### src/rtl/tgt_pkg.sv
package tgt_pkg;
  localparam int CTRL_BITS = 8;   // stored control fields
  localparam int FLAG_BIT  = 8;   // sticky match flag position on read
  localparam logic [3:0] MODE_TOGGLE = 4'b0010;

  typedef enum logic [1:0] {
    A_CTRL = 2'd0,
    A_LOAD = 2'd1,
    A_CMP  = 2'd2,
    A_CNT  = 2'd3
  } addr_e;

  // bit 7 down to bit 0
  typedef struct packed {
    logic       ien;
    logic       rld;
    logic       inv;
    logic       en;
    logic [3:0] mode;
  } ctrl_t;
endpackage

### src/rtl/tgt_regs.sv
module tgt_regs
  import tgt_pkg::*;
#(
  parameter int DATA_W = 24
) (
  input  logic              clk,
  input  logic              rst_n,
  input  logic              wr_en,
  input  logic [1:0]        wr_addr,
  input  logic [DATA_W-1:0] wr_data,
  input  logic              match,
  output ctrl_t             ctrl,
  output logic [DATA_W-1:0] load_val,
  output logic [DATA_W-1:0] cmp_val,
  output logic              flag
);
  ctrl_t             ctrl_q;
  logic [DATA_W-1:0] load_q;
  logic [DATA_W-1:0] cmp_q;
  logic              flag_q;
  logic              ctrl_wr;
  logic              flag_clr;

  assign ctrl_wr  = wr_en && (addr_e'(wr_addr) == A_CTRL);
  assign flag_clr = ctrl_wr && wr_data[FLAG_BIT];

  always_ff @(posedge clk) begin
    if (!rst_n) begin
      ctrl_q <= '0;
      load_q <= '0;
      cmp_q  <= '0;
    end else if (wr_en) begin
      case (addr_e'(wr_addr))
        A_CTRL:  ctrl_q <= ctrl_t'(wr_data[CTRL_BITS-1:0]);
        A_LOAD:  load_q <= wr_data;
        A_CMP:   cmp_q  <= wr_data;
        default: ;
      endcase
    end
  end

  // a set from a match wins over a same-cycle software clear
  always_ff @(posedge clk) begin
    if (!rst_n) flag_q <= 1'b0;
    else        flag_q <= match | (flag_q & ~flag_clr);
  end

  assign ctrl     = ctrl_q;
  assign load_val = load_q;
  assign cmp_val  = cmp_q;
  assign flag     = flag_q;
endmodule

### src/rtl/tgt_count.sv
module tgt_count #(
  parameter int DATA_W = 24
) (
  input  logic              clk,
  input  logic              rst_n,
  input  logic              run,
  input  logic              start,
  input  logic              tick,
  input  logic              reload_mode,
  input  logic [DATA_W-1:0] load_val,
  input  logic [DATA_W-1:0] cmp_val,
  output logic [DATA_W-1:0] count,
  output logic              match,
  output logic              pend
);
  localparam logic [DATA_W-1:0] ONE = {{(DATA_W-1){1'b0}}, 1'b1};

  logic [DATA_W-1:0] count_q;
  logic [DATA_W-1:0] count_inc;
  logic              pend_q;
  logic              step;

  assign count_inc = count_q + ONE;
  assign step      = run && !start && tick;
  // only an increment step can land on the compare value
  assign match     = step && !pend_q && (count_inc == cmp_val);

  always_ff @(posedge clk) begin
    if (!rst_n) begin
      count_q <= '0;
      pend_q  <= 1'b0;
    end else if (start) begin
      count_q <= load_val;
      pend_q  <= 1'b0;
    end else if (step) begin
      if (pend_q) begin
        count_q <= load_val;
        pend_q  <= 1'b0;
      end else begin
        count_q <= count_inc;
        pend_q  <= match && reload_mode;
      end
    end
  end

  assign count = count_q;
  assign pend  = pend_q;
endmodule

### src/rtl/tgt_pin.sv
module tgt_pin (
  input  logic clk,
  input  logic rst_n,
  input  logic start,
  input  logic match,
  input  logic inv,
  output logic pin
);
  logic pin_q;

  always_ff @(posedge clk) begin
    if (!rst_n)     pin_q <= 1'b0;
    else if (start) pin_q <= inv;
    else if (match) pin_q <= ~pin_q;
  end

  assign pin = pin_q;
endmodule

### src/rtl/tgt_toggle_timer.sv
module tgt_toggle_timer
  import tgt_pkg::*;
#(
  parameter int DATA_W = 24
) (
  input  logic              clk,
  input  logic              rst_n,
  input  logic              tick,
  input  logic              wr_en,
  input  logic [1:0]        wr_addr,
  input  logic [DATA_W-1:0] wr_data,
  input  logic [1:0]        rd_addr,
  output logic [DATA_W-1:0] rd_data,
  output logic              toggle_out,
  output logic              irq
);
  localparam int PAD_W = DATA_W - FLAG_BIT - 1;

  ctrl_t             ctrl;
  logic [DATA_W-1:0] load_val;
  logic [DATA_W-1:0] cmp_val;
  logic [DATA_W-1:0] count;
  logic              flag;
  logic              match;
  logic              pend;
  logic              run;
  logic              run_prev;
  logic              start;
  logic              inv_bit;
  logic              ien_bit;

  tgt_regs #(.DATA_W(DATA_W)) u_regs (
    .clk      (clk),
    .rst_n    (rst_n),
    .wr_en    (wr_en),
    .wr_addr  (wr_addr),
    .wr_data  (wr_data),
    .match    (match),
    .ctrl     (ctrl),
    .load_val (load_val),
    .cmp_val  (cmp_val),
    .flag     (flag)
  );

  assign inv_bit = ctrl.inv;
  assign ien_bit = ctrl.ien;
  assign run     = ctrl.en && (ctrl.mode == MODE_TOGGLE);

  always_ff @(posedge clk) begin
    if (!rst_n) run_prev <= 1'b0;
    else        run_prev <= run;
  end

  assign start = run && !run_prev;

  tgt_count #(.DATA_W(DATA_W)) u_count (
    .clk         (clk),
    .rst_n       (rst_n),
    .run         (run),
    .start       (start),
    .tick        (tick),
    .reload_mode (ctrl.rld),
    .load_val    (load_val),
    .cmp_val     (cmp_val),
    .count       (count),
    .match       (match),
    .pend        (pend)
  );

  tgt_pin u_pin (
    .clk   (clk),
    .rst_n (rst_n),
    .start (start),
    .match (match),
    .inv   (inv_bit),
    .pin   (toggle_out)
  );

  always_comb begin
    case (addr_e'(rd_addr))
      A_CTRL:  rd_data = {{PAD_W{1'b0}}, flag, ctrl};
      A_LOAD:  rd_data = load_val;
      A_CMP:   rd_data = cmp_val;
      default: rd_data = count;
    endcase
  end

  assign irq = flag & ien_bit;
endmodule

### config.mk
export PLATFORM = sky130hd
export DESIGN_NAME = tgt_toggle_timer
export DESIGN_NICKNAME = d
export VERILOG_FILES = /design/src/rtl/tgt_pkg.sv /design/src/rtl/tgt_regs.sv /design/src/rtl/tgt_count.sv /design/src/rtl/tgt_pin.sv /design/src/rtl/tgt_toggle_timer.sv
export SDC_FILE = /design/constraint.sdc
export NUM_CORES = 1
export LEC_CHECK = 0
export ABC_AREA = 1
export BUFFER_PORTS_ARGS = -buffer_cell sky130_fd_sc_hd__clkbuf_2
export CAP_MARGIN = 20
export CORE_ASPECT_RATIO = 0.6
export CORE_MARGIN = 1.5
export CORE_UTILIZATION = 63
export CTS_CLUSTER_SIZE = 20
export DETAILED_ROUTE_END_ITERATION = 16
export PLACE_DENSITY = 0.85
export SETUP_SLACK_MARGIN = 0.4
export SLEW_MARGIN = 10
export SYNTH_ARGS = -nofsm -noshare
export SYNTH_HDL_FRONTEND = slang
export SYNTH_SLANG_ARGS = --single-unit
export TNS_END_PERCENT = 1
### constraint.sdc
create_clock -name clk -period 2.91 [get_ports clk]
set_input_delay 0.291 -clock clk [delete_from_list [all_inputs] [get_ports clk]]
set_output_delay 0.291 -clock clk [all_outputs]
set_load 0.03 [all_outputs]
# Word-level counts from Yosys, hierarchy flattened
# Index checks and enable logic that the tools add are counted.
# W data, S select, Z words.
dict set report word_totals {
  in_bits 32
  ff_bits 84
  wordCells 52
}
dict set report classes {
  eq_ne 6
  reduce_logical 20
  muxes 7
  addsub 1
  bitwise_logic 6
}
# cell n
set ops {}
lappend ops {{$mux W24} 3}
lappend ops {{$pmux W24 S3} 1}
lappend ops {{$add A24 B1 Y24 const B} 1}
lappend ops {{$eq A24 B24 Y1} 1}
lappend ops {{$logic_and A1 B1 Y1} 9}
lappend ops {{$reduce_and A2 Y1} 3}
lappend ops {{$eq A2 B1 Y1 const B} 2}
lappend ops {{$eq A2 B2 Y1 const B} 2}
lappend ops {{$eq A4 B2 Y1 const B} 1}
lappend ops {{$logic_not A2 Y1} 2}
lappend ops {{$reduce_bool A2 Y1} 2}
lappend ops {{$logic_not A1 Y1} 3}
lappend ops {{$mux W1} 3}
lappend ops {{$not A1 Y1} 3}
lappend ops {{$and A1 B1 Y1} 2}
lappend ops {{$reduce_or A2 Y1} 1}
lappend ops {{$or A1 B1 Y1} 1}

# Depth between registers and ports, before layout
dict set report logic_depth {
  depth_word 10
  ltp_mapped 17
  mapped_depth_nobuf 17
}

# Modules after synthesis
# Synthesis repeated with hierarchy kept, for this count alone.
dict set report unflattened {
  cells_unflattened 828
  hier_area_um2 5315.1
}
# mod cells_each instances seq_area_each_um2 area_each_um2
set modules_own_cells {}
lappend modules_own_cells {tgt_count 436 1 500.5 2541.2}
lappend modules_own_cells {tgt_regs 253 1 1141.1 2095.8}
lappend modules_own_cells {tgt_toggle_timer 130 1 20.0 625.6}
lappend modules_own_cells {tgt_pin 9 1 20.0 52.6}

# Least setup slack after synthesis
# Ideal clock, no wire load.
dict set report synth_path {
  path_type {register -> register}
  start {register u_count.count_q[1], in the netlist u_count.count[1]}
  end {register u_pin.pin_q, in the netlist u_pin.pin}
  t_required_ns 2.793
  setup_ns 0.117
  stages_incl_launch_ff 17
  path_buffers 0
  path_slack_ns 1.009
  arrival_time_ns 1.784
  synth_period_minus_slack_ns 1.901
  cell_sequence {dfxtp_1 -> ha_1 -> nand2_2 -> nor2_8 -> nand2_4 -> nor2_8 -> nand2_2 -> nand2_1 -> nand2_1 -> nand2_1 -> nand2_1 -> nor2_2 -> nand2_2 -> nor2_4 -> a21oi_1 -> nor2_1 -> nor2_1}
}
dict set report synth_via {
  elab_chain_cells 4
}
# item line_no
set synth_lines {}
lappend synth_lines {{start, declared} tgt_count.sv:18} ;# logic [DATA_W-1:0] count_q;
lappend synth_lines {{start signal, assigned} tgt_count.sv:33} ;# count_q <= load_val;
lappend synth_lines {{start signal, assigned} tgt_count.sv:37} ;# count_q <= load_val;
lappend synth_lines {{start signal, assigned} tgt_count.sv:40} ;# count_q <= count_inc;
lappend synth_lines {{$add A24 B1 Y24} tgt_count.sv:23} ;# assign count_inc = count_q + ONE;
lappend synth_lines {{$eq A24 B24 Y1} tgt_count.sv:26} ;# assign match = step && !pend_q && (count_inc == cmp_val);
lappend synth_lines {{$logic_and A1 B1 Y1} tgt_count.sv:26}
lappend synth_lines {{$reduce_bool A2 Y1 (no source line)} n/a}
lappend synth_lines {{end signal, assigned} tgt_pin.sv:13} ;# else if (start) pin_q <= inv;
lappend synth_lines {{end signal, assigned} tgt_pin.sv:14} ;# else if (match) pin_q <= ~pin_q;
lappend synth_lines {{end, declared} tgt_pin.sv:9} ;# logic pin_q;
# Every way passes these cells.
# A chain may end at the register's enable or synchronous reset.

# Worst setup path after layout
dict set report layout_path {
  start {register u_count.count_q[1], in the netlist u_count.count[1]}
  end {register u_regs.flag_q, in the netlist u_regs.flag}
}
dict set report layout_via {
  elab_chain_cells 4
}
# item line_no
set layout_lines {}
lappend layout_lines {{$add A24 B1 Y24} tgt_count.sv:23}
lappend layout_lines {{$eq A24 B24 Y1} tgt_count.sv:26}
lappend layout_lines {{$logic_and A1 B1 Y1} tgt_count.sv:26}
lappend layout_lines {{$or A1 B1 Y1} tgt_regs.sv:45} ;# else flag_q <= match | (flag_q & ~flag_clr);
lappend layout_lines {{end signal, assigned} tgt_regs.sv:45}
lappend layout_lines {{end, declared} tgt_regs.sv:20} ;# logic flag_q;
# Every way passes these cells.

==> results.md <==
- Status: finished clean
- Nets: 835
- Die W: 116 um
- Clock Sinks: 84
- CP required: 3160 ps
- R2r startpoint: u_count.count[1]
- Leading area contributor after synthesis: dfxtp_1
- Reg2reg setup slack: 530 ps
- Post-synthesis cell type count: 30
- Initial antenna violation count: 0
- Final hold vios: 0
- Post-synthesis mux area share: 0%
- Min-delay src: wr_data[19]
- Initial Utilization: 66.1%
- Average size of a mapped cell: 6.43 um2
- Via/cell ratio: 6.23
- Critical Path End Type: flop
- Peak supply drop: 390 uV
- Pre-antenna DRT Iters: 6
- Async set or reset register ratio after synthesis: 0%
- I/O pin total: 58
- Minimum clock period: 2380 ps
- Worst Setup Path Type: flop to flop
- Setup Buffers After CTS: 0
- Yosys warns: 0
- Via count: 5,673
- Mapped Area: 4860 um2
- Synth Area in XOR/XNOR: 0%
- DR iter-0 viols: 761
- Number of global-route vias before repair: 5,144
- Largest net degree at the start of global routing: 38
- Total wire length: 17.6 mm
- Syn Nets: 789
- CP Launch Type: flop
- Global-route wire length before repair: 27.2 mm
- MaxCap Viol Count: 0
- Design area: 5550 um2
- Top FF cell, synth: dfxtp_1
- Layout cell share with drive strength beyond 1: 14.6%
- CTS H-tree depth: 3
- Core area: 7360 um2
- Worst-skew pair later-pin latency: 350 ps
- CP max FO: 8
- ANT cells: 0
- CTS tree: built
- Worst hold path class: primary input to flop
- DIE AREA: 8270 um2
- Worst path arrival time: 2630 ps
- DIE HEIGHT: 71.1 um
- Detail-routed net length per standard cell: 19.4 um
- Yosys top cell area share: 34.6%
- Synth Area in Simple Gates: 33.1%
- # DRC: 0
- Area growth syn-to-layout: 14.2%
- Global-route usage over all layers: 44.4%
- Top post-synthesis cells by area: dfxtp_1 35%, nand2_1 12%, nor2_1 8.6%, o21ai_0 7.9%, a21oi_1 7.0%
- Worst slew margin: 32.9%
- Worst Tran Pin Value: 1000 ps
- R2R cell count: 13
- Yosys reg bits: 84
- RSZ-0062 raised after global routing: false
- Most frequent cell after synthesis: nand2_1
- ANT nets after route: 0
- Final Wtd Congestion: 1.01
- # setup viols final: 0
- Synth Instances: 756
- Fin crit share: 81.7%
- Setup TNS: 0 ps
- FP Rows: 24
- Adder-cell share of the synthesized area: 0.257%
- Crit path from: u_count.count[1]
- Largest family of logic cells by synthesized area: simple AND/OR/NAND/NOR gates
- Port Buffers: 57
- Most frequent cells after synthesis: 155 x nand2_1, 112 x nor2_1, 84 x dfxtp_1
- Synth Area in Compound Gates: 22.9%
- Seq/Total Area, Yosys: 34.6%
- Crit path to: u_regs.flag
- Root buf cell: clkbuf_16
- Post-synth EDFFs: 0
- Post-CTS sizing: 0
- Max-slew violations: 0
- CTS max path bufs: 2
- R2R Path End: u_regs.flag
- Static leakage power: 0.00244 uW
- Clock Skew: 3.72 ps
- Cts hold-fix bufs: 0
- Cell Pwr Density: 500 nW/um2
- CTS clock-pin slew for the worst setup and hold paths: 60 ps
- DP HPWL: 12.7 mm
- Fmax: 421 MHz
- CTS buffer count: 9
- DP Area: 5240 um2
- Worst hold path depth: 3
- Global route overflow: 0
## state kept, by name, indices dropped and copies added (netlist names)
register / cells
u_count.count: 24
u_regs.cmp_val: 24
u_regs.ctrl: 8
u_regs.flag: 1
u_count.pend: 1
run_prev: 1
u_regs.load_val: 24
u_pin.pin: 1
## metrics by stage
stage | instances | hold slack (ps) | total power [uW] | utilization, % | setup slack (ps)
6_report | 910 | 190 | 2780 | 75.4 | 533
5_1_grt | 910 | 208 | 2850 | 75.4 | 423
4_1_cts | 910 | 190 | 2750 | 75.4 | 634
3_5_place_dp | 895 | 471 | 1550 | 71.2 | 675
3_3_place_gp | 895 | 465 | 1540 | 71.2 | 770
2_1_floorplan | 756 | 426 | 1420 | - | 1010
## worst max-delay path: stages (launching register included)
cell and delay, ps:
dfxtp_1 420, ha_1 270, nand2_2 130, nor2_8 200, nand3_1 130, nand3_1 110, nand2_1 60, nor2_1 170
nand2_1 70, nor2_1 220, nand2_2 100, nor2_4 140, nand2_1 100, a21oi_1 170
## cells in the final DEF, fill, tap and decap left out, drive strengths merged
cell type	instances
o22ai	5
ha	1
a31oi	1
o21bai	2
a211oi	2
nand3	61
bufinv	2
a221oi	17
o211ai	3
dfxtp	84
a21oi	68
clkinvlp	1
inv	84
nor2	123
clkinv	3
o21ai	81
nand4	8
or2	1
clkbuf	66
buf	11
nand2	169
o221ai	13
## how the worst min path moves through the flow
stage                               end  slack (ps)
global placement     u_regs.load_val[7]         460
global route        u_regs.load_val[10]         210
finish              u_regs.load_val[19]         190
CTS                 u_regs.load_val[19]         190
detailed placement   u_regs.load_val[7]         470
floorplan           u_regs.load_val[10]         430
## cell type report
class / count / area [um2]
clock buffers: 9 / 225
clock inverters: 6 / 90.1
fillers: 586 / 1810
inverters: 84 / 315
multi-input cells: 555 / 2740
flip-flops and latches: 84 / 1680
well taps: 104 / 130
repair buffers: 68 / 368
## cell families after synthesis
logic type                 after synthesis
AOI/OAI and AO/OA                      192
adders and majority gates                1
buffers and inverters                  117
DFF                                     84
and+or+nand+nor                        362
## power breakdown
group          switching, uW  internal, uW
registers               43.0          1190
clock network            488           748
logic                    215          88.1
total                    746          2030
## routing by layer
metal | track usage, % | routed length (um) | vias to the layer above
met5 | 0 | 0 | -
met4 | 11.7 | 431 | 0
met3 | 17.7 | 3000 | 51
met2 | 60.6 | 6720 | 452
met1 | 64.5 | 7500 | 2570
li1 | - | - | 2600
Note: power is estimated with default switching activity, not from simulation.
